### src/rtl/ir_mod_pkg.sv
`timescale 1ns/1ps
package ir_mod_pkg;

   typedef enum logic [1:0] {
      EDGE_NONE = 2'b00,
      EDGE_RISE = 2'b01,
      EDGE_FALL = 2'b10,
      EDGE_BOTH = 2'b11
   } edge_sel_e;

   // Decide whether the transition prv -> cur is one the selection wants.
   function automatic logic edge_match(edge_sel_e sel, logic cur, logic prv);
      logic hit;
      case (sel)
         EDGE_RISE: hit = cur & ~prv;
         EDGE_FALL: hit = ~cur & prv;
         EDGE_BOTH: hit = cur ^ prv;
         default:   hit = 1'b0;
      endcase
      return hit;
   endfunction

endpackage

### src/rtl/ir_carrier_gen.sv
`timescale 1ns/1ps
module ir_carrier_gen #(
   parameter int PH_W = 8
) (
   input  logic            clk,
   input  logic            rst_n,
   input  logic            run,
   input  logic [PH_W-1:0] hi_len,
   input  logic [PH_W-1:0] lo_len,
   output logic            carrier
);

   logic            in_high;
   logic [PH_W-1:0] ph_cnt;
   logic [PH_W-1:0] ph_end;

   assign ph_end = in_high ? hi_len : lo_len;

   // Phase is parked at the start of a high phase whenever run is low.
   always_ff @(posedge clk or negedge rst_n) begin
      if (!rst_n) begin
         in_high <= 1'b1;
         ph_cnt  <= '0;
      end else if (!run) begin
         in_high <= 1'b1;
         ph_cnt  <= '0;
      end else if (ph_cnt == ph_end) begin
         in_high <= ~in_high;
         ph_cnt  <= '0;
      end else begin
         ph_cnt  <= ph_cnt + PH_W'(1);
      end
   end

   assign carrier = run & in_high;

endmodule

### src/rtl/ir_edge_detect.sv
`timescale 1ns/1ps
module ir_edge_detect
   import ir_mod_pkg::*;
#(
   parameter int STAGES = 2
) (
   input  logic       clk,
   input  logic       rst_n,
   input  logic       pin,
   input  logic [1:0] sel,
   output logic       edge_hit
);

   // STAGES synchronizer flops followed by one history flop.
   logic [STAGES:0] chain;

   always_ff @(posedge clk or negedge rst_n) begin
      if (!rst_n) chain <= '0;
      else        chain <= {chain[STAGES-1:0], pin};
   end

   assign edge_hit = edge_match(edge_sel_e'(sel), chain[STAGES-1], chain[STAGES]);

endmodule

### src/rtl/ir_mod_counter.sv
`timescale 1ns/1ps
module ir_mod_counter #(
   parameter int W = 16
) (
   input  logic         clk,
   input  logic         rst_n,
   input  logic         en,
   input  logic         rx_mode,
   input  logic [W-1:0] load_val,
   input  logic         tx_data,
   input  logic         edge_hit,
   input  logic         rx_reload,
   output logic [W-1:0] count,
   output logic [W-1:0] capture,
   output logic         ovf,
   output logic         ivl_done,
   output logic         cur_data,
   output logic         loaded
);

   localparam logic [W-1:0] CNT_MAX = {W{1'b1}};

   logic first;

   always_ff @(posedge clk or negedge rst_n) begin
      if (!rst_n) begin
         count    <= '0;
         capture  <= '0;
         ovf      <= 1'b0;
         ivl_done <= 1'b0;
         cur_data <= 1'b0;
         first    <= 1'b1;
      end else if (!en) begin
         count    <= '0;
         ovf      <= 1'b0;
         ivl_done <= 1'b0;
         cur_data <= 1'b0;
         first    <= 1'b1;
      end else if (rx_mode) begin
         ivl_done <= 1'b0;
         first    <= 1'b0;
         if (edge_hit) begin
            capture <= count;
            count   <= rx_reload ? '0 : count + W'(1);
         end else begin
            count   <= count + W'(1);
         end
         if (count == CNT_MAX && !(edge_hit && rx_reload))
            ovf <= 1'b1;
      end else if (first) begin
         count    <= load_val;
         cur_data <= tx_data;
         first    <= 1'b0;
         ivl_done <= 1'b0;
      end else if (count == '0) begin
         count    <= load_val;
         cur_data <= tx_data;
         ivl_done <= 1'b1;
      end else begin
         count    <= count - W'(1);
         ivl_done <= 1'b0;
      end
   end

   assign loaded = ~first;

endmodule

### src/rtl/ir_mod_timer.sv
`timescale 1ns/1ps
module ir_mod_timer #(
   parameter int CNT_W       = 16,
   parameter int PH_W        = 8,
   parameter int SYNC_STAGES = 2
) (
   input  logic             clk,
   input  logic             rst_n,
   input  logic             en,
   input  logic             rx_mode,
   input  logic [PH_W-1:0]  car_hi,
   input  logic [PH_W-1:0]  car_lo,
   input  logic [CNT_W-1:0] mod_time,
   input  logic             tx_data,
   input  logic [1:0]       edge_sel,
   input  logic             rx_reload,
   input  logic             ovf_ie,
   input  logic             man_level,
   input  logic             man_oe,
   input  logic             rx_pin,
   output logic             tx_pin,
   output logic             tx_oe,
   output logic [CNT_W-1:0] count,
   output logic [CNT_W-1:0] capture,
   output logic             ovf_flag,
   output logic             irq,
   output logic             ivl_done
);

   generate
      if (CNT_W < 4) begin : g_bad_cnt_w
         $error("CNT_W must be at least 4");
      end
      if (PH_W < 1) begin : g_bad_ph_w
         $error("PH_W must be at least 1");
      end
      if (SYNC_STAGES < 2) begin : g_bad_sync
         $error("SYNC_STAGES must be at least 2");
      end
   endgenerate

   logic edge_hit;
   logic cur_data;
   logic loaded;
   logic car_run;
   logic carrier;

   ir_edge_detect #(.STAGES(SYNC_STAGES)) edge_i (
      .clk      (clk),
      .rst_n    (rst_n),
      .pin      (rx_pin),
      .sel      (edge_sel),
      .edge_hit (edge_hit)
   );

   ir_mod_counter #(.W(CNT_W)) cnt_i (
      .clk       (clk),
      .rst_n     (rst_n),
      .en        (en),
      .rx_mode   (rx_mode),
      .load_val  (mod_time),
      .tx_data   (tx_data),
      .edge_hit  (edge_hit),
      .rx_reload (rx_reload),
      .count     (count),
      .capture   (capture),
      .ovf       (ovf_flag),
      .ivl_done  (ivl_done),
      .cur_data  (cur_data),
      .loaded    (loaded)
   );

   assign car_run = en & ~rx_mode & loaded & cur_data;

   ir_carrier_gen #(.PH_W(PH_W)) car_i (
      .clk     (clk),
      .rst_n   (rst_n),
      .run     (car_run),
      .hi_len  (car_hi),
      .lo_len  (car_lo),
      .carrier (carrier)
   );

   always_comb begin
      if (!en) begin
         tx_pin = man_level;
         tx_oe  = man_oe;
      end else if (rx_mode) begin
         tx_pin = 1'b0;
         tx_oe  = 1'b0;
      end else begin
         tx_pin = carrier;
         tx_oe  = 1'b1;
      end
   end

   assign irq = ovf_flag & ovf_ie;

endmodule

### config.mk
export PLATFORM = sky130hd
export DESIGN_NAME = ir_mod_timer
export DESIGN_NICKNAME = d
export VERILOG_FILES = /design/src/rtl/ir_mod_pkg.sv /design/src/rtl/ir_carrier_gen.sv /design/src/rtl/ir_edge_detect.sv /design/src/rtl/ir_mod_counter.sv /design/src/rtl/ir_mod_timer.sv
export SDC_FILE = /design/constraint.sdc
export NUM_CORES = 1
export LEC_CHECK = 0
export BUFFER_PORTS_ARGS = -buffer_cell sky130_fd_sc_hd__clkbuf_2
export CAP_MARGIN = 15
export CORE_MARGIN = 2
export CORE_UTILIZATION = 56
export CTS_BUF_LIST = sky130_fd_sc_hd__clkbuf_8 sky130_fd_sc_hd__clkbuf_16
export CTS_CLUSTER_DIAMETER = 50
export DETAILED_ROUTE_END_ITERATION = 10
export GPL_ROUTABILITY_DRIVEN = 0
export PLACE_DENSITY = 0.95
export SLEW_MARGIN = 20
export SYNTH_ARGS = -nofsm -noshare
export SYNTH_HDL_FRONTEND = slang
export SYNTH_SLANG_ARGS = --single-unit
### constraint.sdc
create_clock -name clk -period 5.8 [get_ports clk]
set_input_delay 0.29 -clock clk [delete_from_list [all_inputs] [get_ports clk]]
set_output_delay 0.29 -clock clk [all_outputs]
set_load 0.005 [all_outputs]
==> results.sh, run 1 <==
export IMPL_drt_wirelength_per_cell_um=15.8
export IMPL_layout_common_cells="80 x clkbuf_2, 46 x dfrtp_1, 26 x nor2_1"
export IMPL_diodes=0
export IMPL_clkLatencyLatePin_ns=0.30
export IMPL_clock_path_buffers=2
export IMPL_cap_violations=0
export IMPL_grt_use_total_pct=24.7
export IMPL_layout_cells_non_filler=421
export IMPL_rsz0062_at_grt="no"
export IMPL_dr_first_iter_drc_count=197
export IMPL_reg2reg_slack_ns=3.42
export IMPL_ys_flop_type="dfrtp_1"
export IMPL_critPathBufInv=1
export IMPL_syn_instance_count=282
export IMPL_grt_max_degree=49
export IMPL_critPathMaxStageDelay_ns=0.56
export IMPL_report_final_slew_viol_count=0
export IMPL_first_global_vias=2305
export IMPL_drive_gt1_share_pct=33.1
export IMPL_root_buffer="clkbuf_8"
export IMPL_path_cells="inv_1 -> ha_1 -> nor4b_2 -> and4_1 -> nor3_2 -> o311ai_0 -> o2111ai_1"
export IMPL_clock_power_share_pct=19.3
export IMPL_htree_levels=2
export IMPL_start_util_pct=59.3
export IMPL_vias_per_cell=5.84
export IMPL_yosys_register_bits=48
export IMPL_tightest_slew_ns=0.885
export IMPL_yosysWarnings=0
export IMPL_antenna_left=0
export IMPL_start_kind="register"
export IMPL_p_sw_mw=0.375
export IMPL_swShare_pct=35.8
export IMPL_grt_use_met1_pct=34.5
export IMPL_synth_edf_count=0
export IMPL_cp_required_ns=6.01
export IMPL_dr_pass1_iters=4
export IMPL_p_int_mw=0.673
export IMPL_syn_area_um2=2860
export IMPL_syn_avg_cell_area_um2=10.1
export IMPL_antenna_found_initial=0
export IMPL_endpoint_kind="register"
export IMPL_clkTransAtPathRegs_ns=0.08
export IMPL_power_density_nw_per_um2=313
export IMPL_path_max_fanout=10
export IMPL_coreArea_um2=4820
export IMPL_power_total_mw=1.05
export IMPL_status="finished, final reports clean"
export IMPL_hold_path_class="input port to asynchronous set/reset pin"
export IMPL_via_count=2460
export IMPL_fmax_mhz=421
export IMPL_final_common_cell="clkbuf_2"
export IMPL_ir_worst_vdd_uv=185
export IMPL_worst_ep_arrival_time_ns=2.59
export IMPL_cts_sinks=48
export IMPL_ys_seq_area_share_pct=42.2
export IMPL_nFillCells=378
export IMPL_top_usage_layer="met2"
export IMPL_die_w_um=75.4
export IMPL_cts_buffers=5
export IMPL_final_min_clock_period_ns=2.38
export IMPL_met2_usage_pct=39.0
export IMPL_comb_power_share_pct=32.2
export IMPL_relSlewSlack_pct=40.8
export IMPL_ioPinCount=81
export IMPL_synthArstFlopShare_pct=100
export IMPL_cts_tree="yes"
export IMPL_remaining_drc_errors=0
export IMPL_wl_um=6670
export IMPL_area_growth_pct=17.4
export IMPL_dp_final_hpwl_um=4940
export IMPL_setup_viol=0
export IMPL_layout_nets=403
export IMPL_worstReg2RegStart="cnt_i.count[0]$_DFF_PN0_"
export IMPL_hold_viol=0
export IMPL_synth_cell_types=46
export IMPL_post_cts_buffers=0
export IMPL_crit_slowest_cell="nor3_2"
export IMPL_cp_top_family="simple AND/OR/NAND/NOR gates"
export IMPL_design_die_area_um2=5690
export IMPL_critPathLaunch="cnt_i.count[0]$_DFF_PN0_"
export IMPL_fin_worst_skew_ns=0.00535
export IMPL_dp_cells=413
export IMPL_tns_ns=0
export IMPL_syn_nets=332
export IMPL_num_rows=25
export IMPL_grtUsageMet3_pct=4.23
export IMPL_port_buffers=80
export IMPL_seq_power_share_pct=48.4
export IMPL_cts_resized=0
export IMPL_die_y_um=75.4
export IMPL_cts_hold_buf=0
export IMPL_grt_overflow=0
export IMPL_period_share_pct=41.0
export IMPL_critPathKind="register to register"
export IMPL_p_leak_nw=1.68
export IMPL_grt_pass1_wl_um=10700
-- synthesized netlist by cell type (all sizes together) (8+ instances only) --
cell | instances | area [um^2]
buf | 14 | 76.3
a221o | 8 | 81.3
inv | 15 | 56.3
o221ai | 8 | 70.1
nand4 | 9 | 56.3
mux2i | 11 | 110
nand2 | 16 | 60.1
mux2 | 17 | 191
nor2 | 26 | 97.6
dfrtp | 46 | 1150
xor2 | 17 | 149
xnor2 | 9 | 78.8
nand3 | 11 | 55.1
-- worst paths after layout --
path                       cells past startpoint                         to
max in group asynchronous                      2   cnt_i.count[6]$_DFF_PN0_
max reg2reg                                    7   cnt_i.count[3]$_DFF_PN0_
min                                            2  car_i.ph_cnt[0]$_DFF_PN0_
max                                            7   cnt_i.count[3]$_DFF_PN0_
min reg2reg                                    0  edge_i.chain[1]$_DFF_PN0_
min in group clk                               1  edge_i.chain[0]$_DFF_PN0_
-- power groups by stage --
stage               registers (mW)  clock network, mW  logic [mW]
global route                 0.519              0.216       0.374
global placement             0.503                  0       0.326
floorplan                    0.458                  0       0.261
CTS                          0.504              0.203       0.338
detailed placement           0.510                  0       0.336
finish                       0.507              0.203       0.338
-- through the flow --
stage	area (um^2)	setup WS [ns]	hold WS (ns)	utilization (%)
after floorplan	2860	3.90	-0.00559	-
after global placement	3260	3.39	0.339	67.6
after detailed placement	3260	3.25	0.346	67.6
final	3350	3.42	0.0691	69.6
after CTS	3350	3.20	0.0890	69.5
after global routing	3350	3.27	0.0948	69.6
-- cells by family (layout without fill, tap and decap cells) --
family	count (synthesis)	count (layout)	share of synthesized area, %
AOI/OAI and AO/OA	44	44	12.3
xor gates and xnor gates	26	26	7.98
adders and majority gates	6	6	2.63
buffers and inverters	32	104	5.08
DFF	48	48	42.2
muxes	28	28	10.6
and+or+nand+nor	98	98	19.3
-- registers in the layout (all words and copies together), names as in the netlist --
register,count
cnt_i.count,16
cnt_i.capture,16
cnt_i.ovf,1
edge_i.chain,3
car_i.in_high,1
cnt_i.first,1
cnt_i.cur_data,1
cnt_i.ivl_done,1
car_i.ph_cnt,8
-- worst reg2reg max path: cells and delay by family (launching register included) --
| family | cells | cell delay, ns |
|---|---|---|
| AO/OA/AOI/OAI | 2 | 0.43 |
| buffers and inverters | 1 | 0.13 |
| AND/OR/NAND/NOR | 3 | 0.97 |
| adder cells (fa/ha/maj) | 1 | 0.24 |
| flip-flops | 1 | 0.52 |
-- routing by layer --
layer	part of all wire, %	wire, um
met4	1.3	85
met2	48	3190
met5	0	0
met1	44	2930
met3	7.0	468
-- layout make-up --
| type | instances | area [um^2] | area share [%] |
|---|---|---|---|
| Timing Repair Buffer | 81 | 408 | 12.2 |
| Tap cell | 67 | 83.8 | 2.50 |
| Inverter | 15 | 56.3 | 1.68 |
| Clock inverter | 2 | 7.51 | 0.224 |
| Sequential cell | 48 | 1200 | 35.9 |
| Multi-Input combinational cell | 202 | 1510 | 45.1 |
| Clock buffer | 6 | 82.6 | 2.46 |
(Power assumes the default switching activity.)
==> run 2: changes to the inputs <==
--- a/config.mk
+++ b/config.mk
@@ -5,15 +5,16 @@
 export SDC_FILE = /design/constraint.sdc
 export NUM_CORES = 1
 export LEC_CHECK = 0
+export ABC_AREA = 1
 export BUFFER_PORTS_ARGS = -buffer_cell sky130_fd_sc_hd__clkbuf_2
 export CAP_MARGIN = 15
 export CORE_MARGIN = 2
-export CORE_UTILIZATION = 56
+export CORE_UTILIZATION = 54
 export CTS_BUF_LIST = sky130_fd_sc_hd__clkbuf_8 sky130_fd_sc_hd__clkbuf_16
 export CTS_CLUSTER_DIAMETER = 50
 export DETAILED_ROUTE_END_ITERATION = 10
 export GPL_ROUTABILITY_DRIVEN = 0
-export PLACE_DENSITY = 0.95
+export PLACE_DENSITY = 0.91
 export SLEW_MARGIN = 20
 export SYNTH_ARGS = -nofsm -noshare
 export SYNTH_HDL_FRONTEND = slang
==> constraint.sdc (replaced) <==
create_clock -name clk -period 2.3 [get_ports clk]
set_input_delay 0.115 -clock clk [delete_from_list [all_inputs] [get_ports clk]]
set_output_delay 0.115 -clock clk [all_outputs]
set_load 0.005 [all_outputs]
==> run 2 against run 1 <==
Net effect:
- clock power grew to 2.5 times the previous value
- total power increased by 110%
- first-iteration DRC count up 56%
- clock skew increased by 0.0073 ns
- combinational power increased by 87%
- sequential share of layout area down 3.3 points
- critical path depth increased by 3
==> results.sh, run 2 <==
export IMPL_drt_wirelength_per_cell_um=13.3
export IMPL_grt_max_degree=31
export IMPL_yosysTopAreaCellShare_pct=36.6
export IMPL_syn_instance_count=455
export IMPL_layout_cells_non_filler=609
export IMPL_status="finished, final reports clean"
export IMPL_syn_avg_cell_area_um2=6.92
export IMPL_rsz0062_at_grt="no"
export IMPL_diodes=0
export IMPL_setup_ws_ns=0.377
export IMPL_layout_nets=586
export IMPL_grt_use_total_pct=27.5
export IMPL_synth_cell_types=30
export IMPL_final_min_clock_period_ns=1.92
export IMPL_remaining_drc_errors=0
export IMPL_yosysMostFrequentCell="nand2_1"
export IMPL_die_y_um=80.4
export IMPL_synth_simple_area_share_pct=38.2
export IMPL_cts_tree="yes"
export IMPL_design_die_area_um2=6460
export IMPL_critPathKind="register to register"
export IMPL_dp_cells=599
export IMPL_num_rows=27
export IMPL_synthTopCellsByArea="dfrtp_1 37%, nand2_1 19%, nand3_1 7.3%"
export IMPL_synth_common_cells="158 x nand2_1, 61 x inv_1, 46 x dfrtp_1, 46 x nand3_1, 36 x nor2_1"
export IMPL_fmax_mhz=520
export IMPL_seq_power_share_pct=47.2
export IMPL_power_density_nw_per_um2=589
export IMPL_tightest_slew_ns=0.484
export IMPL_via_count=3193
export IMPL_wl_um=8070
export IMPL_cts_buffers=5
export IMPL_comb_power_share_pct=29.1
export IMPL_syn_nets=505
export IMPL_p_int_mw=1.42
export IMPL_yosys_register_bits=48
export IMPL_layout_common_cells="158 x nand2_1, 80 x clkbuf_2, 63 x inv_1"
export IMPL_area_growth_pct=17.3
export IMPL_clock_power_share_pct=23.7
export IMPL_path_max_fanout=11
export IMPL_die_w_um=80.4
export IMPL_holdWs_ns=0.0438
export IMPL_dr_first_iter_drc_count=308
export IMPL_antenna_found_initial=0
export IMPL_synth_xor_area_share_pct=3.62
export IMPL_setup_viol=0
export IMPL_endpoint_kind="register"
export IMPL_dr_pass1_iters=7
export IMPL_htree_levels=2
export IMPL_top_regs="cnt_i.capture x16, cnt_i.count x16, car_i.ph_cnt x8"
export IMPL_clock_path_buffers=2
export IMPL_cp_required_ns=2.48
export IMPL_final_common_cell="nand2_1"
export IMPL_dp_final_hpwl_um=6170
export IMPL_ioPinCount=81
export IMPL_port_buffers=80
export IMPL_power_total_mw=2.18
export IMPL_place_ws_ns=0.421
export IMPL_tns_ns=0
export IMPL_ir_worst_vdd_uv=358
export IMPL_swShare_pct=34.8
export IMPL_p_leak_nw=2.09
export IMPL_grt_overflow=0
export IMPL_clkLatencyLatePin_ns=0.31
export IMPL_cap_violations=0
export IMPL_vias_per_cell=5.24
export IMPL_yosysTopAreaCell="dfrtp_1"
export IMPL_synthArstFlopShare_pct=100
export IMPL_hold_viol=0
export IMPL_coreArea_um2=5570
export IMPL_ys_flop_type="dfrtp_1"
export IMPL_worst_ep_arrival_time_ns=2.10
export IMPL_synth_top_family_by_area="simple AND/OR/NAND/NOR gates"
export IMPL_synth_compound_area_share_pct=6.76
export IMPL_report_final_slew_viol_count=0
export IMPL_muxShareOfSynthArea_pct=0.358
export IMPL_syn_area_um2=3150
export IMPL_period_share_pct=83.6
export IMPL_drive_gt1_share_pct=22.5
export IMPL_start_util_pct=56.5
export IMPL_relSlewSlack_pct=67.5
export IMPL_ys_seq_area_share_pct=38.2
export IMPL_p_sw_mw=0.758
export IMPL_synth_edf_count=0
export IMPL_root_buffer="clkbuf_8"
export IMPL_clkTransAtPathRegs_ns=0.08
export IMPL_synth_fa_ha_area_share_pct=2.38
export IMPL_first_global_vias=3134
export IMPL_fin_worst_skew_ns=0.0126
export IMPL_hold_path_class="input port to register"
export IMPL_start_kind="register"
export IMPL_grt_pass1_wl_um=13900
export IMPL_yosysWarnings=0
export IMPL_cts_sinks=48
export IMPL_antenna_left=0
-- run 2: logic make-up (layout without fill, tap and decap cells) --
family                     count (synthesis)  in the layout
AOI/OAI and AO/OA                         41             41
xor gates and xnor gates                  13             13
adders and majority gates                  6              6
buffers and inverters                     76            158
DFF                                       48             48
muxes                                      1              1
and+or+nand+nor                          270            270
-- run 2: routing by layer --
layer | track usage [%] | vias up | share of wire (%)
met5 | 0 | - | 0
met4 | 11.9 | 0 | 2.4
met3 | 5.17 | 20 | 7.2
met2 | 46.7 | 147 | 49
met1 | 34.2 | 1456 | 41
li1 | - | 1570 | -
-- run 2: layout make-up --
| cell class | count | area (um^2) |
|---|---|---|
| Fill cell | 492 | 1880 |
| Tap cell | 72 | 90.1 |
| Clock inverter | 2 | 7.51 |
| Clock buffer | 6 | 82.6 |
| Inverter | 65 | 249 |
| Timing Repair Buffer | 85 | 443 |
| Multi-Input combinational cell | 331 | 1620 |
| Sequential cell | 48 | 1200 |
-- run 2: final timing paths --
kind | startpoint | endpoint | slack (ns) | cells past startpoint
min | mod_time[0] | cnt_i.count[0]$_DFF_PN0_ | 0.04 | 3
max reg2reg | edge_i.chain[1]$_DFF_PN0_ | cnt_i.count[1]$_DFF_PN0_ | 0.38 | 10
max | edge_i.chain[1]$_DFF_PN0_ | cnt_i.count[1]$_DFF_PN0_ | 0.38 | 10
max in group asynchronous | rst_n | cnt_i.first$_DFF_PN1_ | 1.66 | 3
min reg2reg | edge_i.chain[0]$_DFF_PN0_ | edge_i.chain[1]$_DFF_PN0_ | 0.36 | 0
min in group asynchronous | rst_n | cnt_i.count[14]$_DFF_PN0_ | 0.33 | 3
-- run 2: what timing repair did --
item / in CTS / in global routing
setup buffers: 0 / 0
endpoints found under the hold margin: 47 / 0
gates resized for setup: 0 / 0
hold buffers: 2 / 0
-- run 2: metrics by stage --
stage	utilization, %	area, um^2
2_1_floorplan	-	3150
3_3_place_gp	64.3	3580
3_5_place_dp	64.3	3580
4_1_cts	66.2	3690
5_1_grt	66.2	3690
6_report	66.2	3690
-- run 2: power groups by stage --
stage / combinational, mW / sequential, mW / clock [mW]
after floorplan: 0.413 / 1.02 / 0
after global placement: 0.597 / 1.04 / 0
after detailed placement: 0.622 / 1.04 / 0
after CTS: 0.630 / 1.03 / 0.519
after global routing: 0.715 / 1.04 / 0.554
final: 0.633 / 1.03 / 0.515
-- run 2: critical path, stage by stage (launching register included) --
cell and delay, ns:
dfrtp_1 0.37, inv_1 0.05, ha_1 0.28, nand2_1 0.07
nand2_1 0.04, o21ai_0 0.23, nand2_1 0.09, nand2_1 0.20
inv_1 0.25, nand2_1 0.12, o21ai_0 0.10
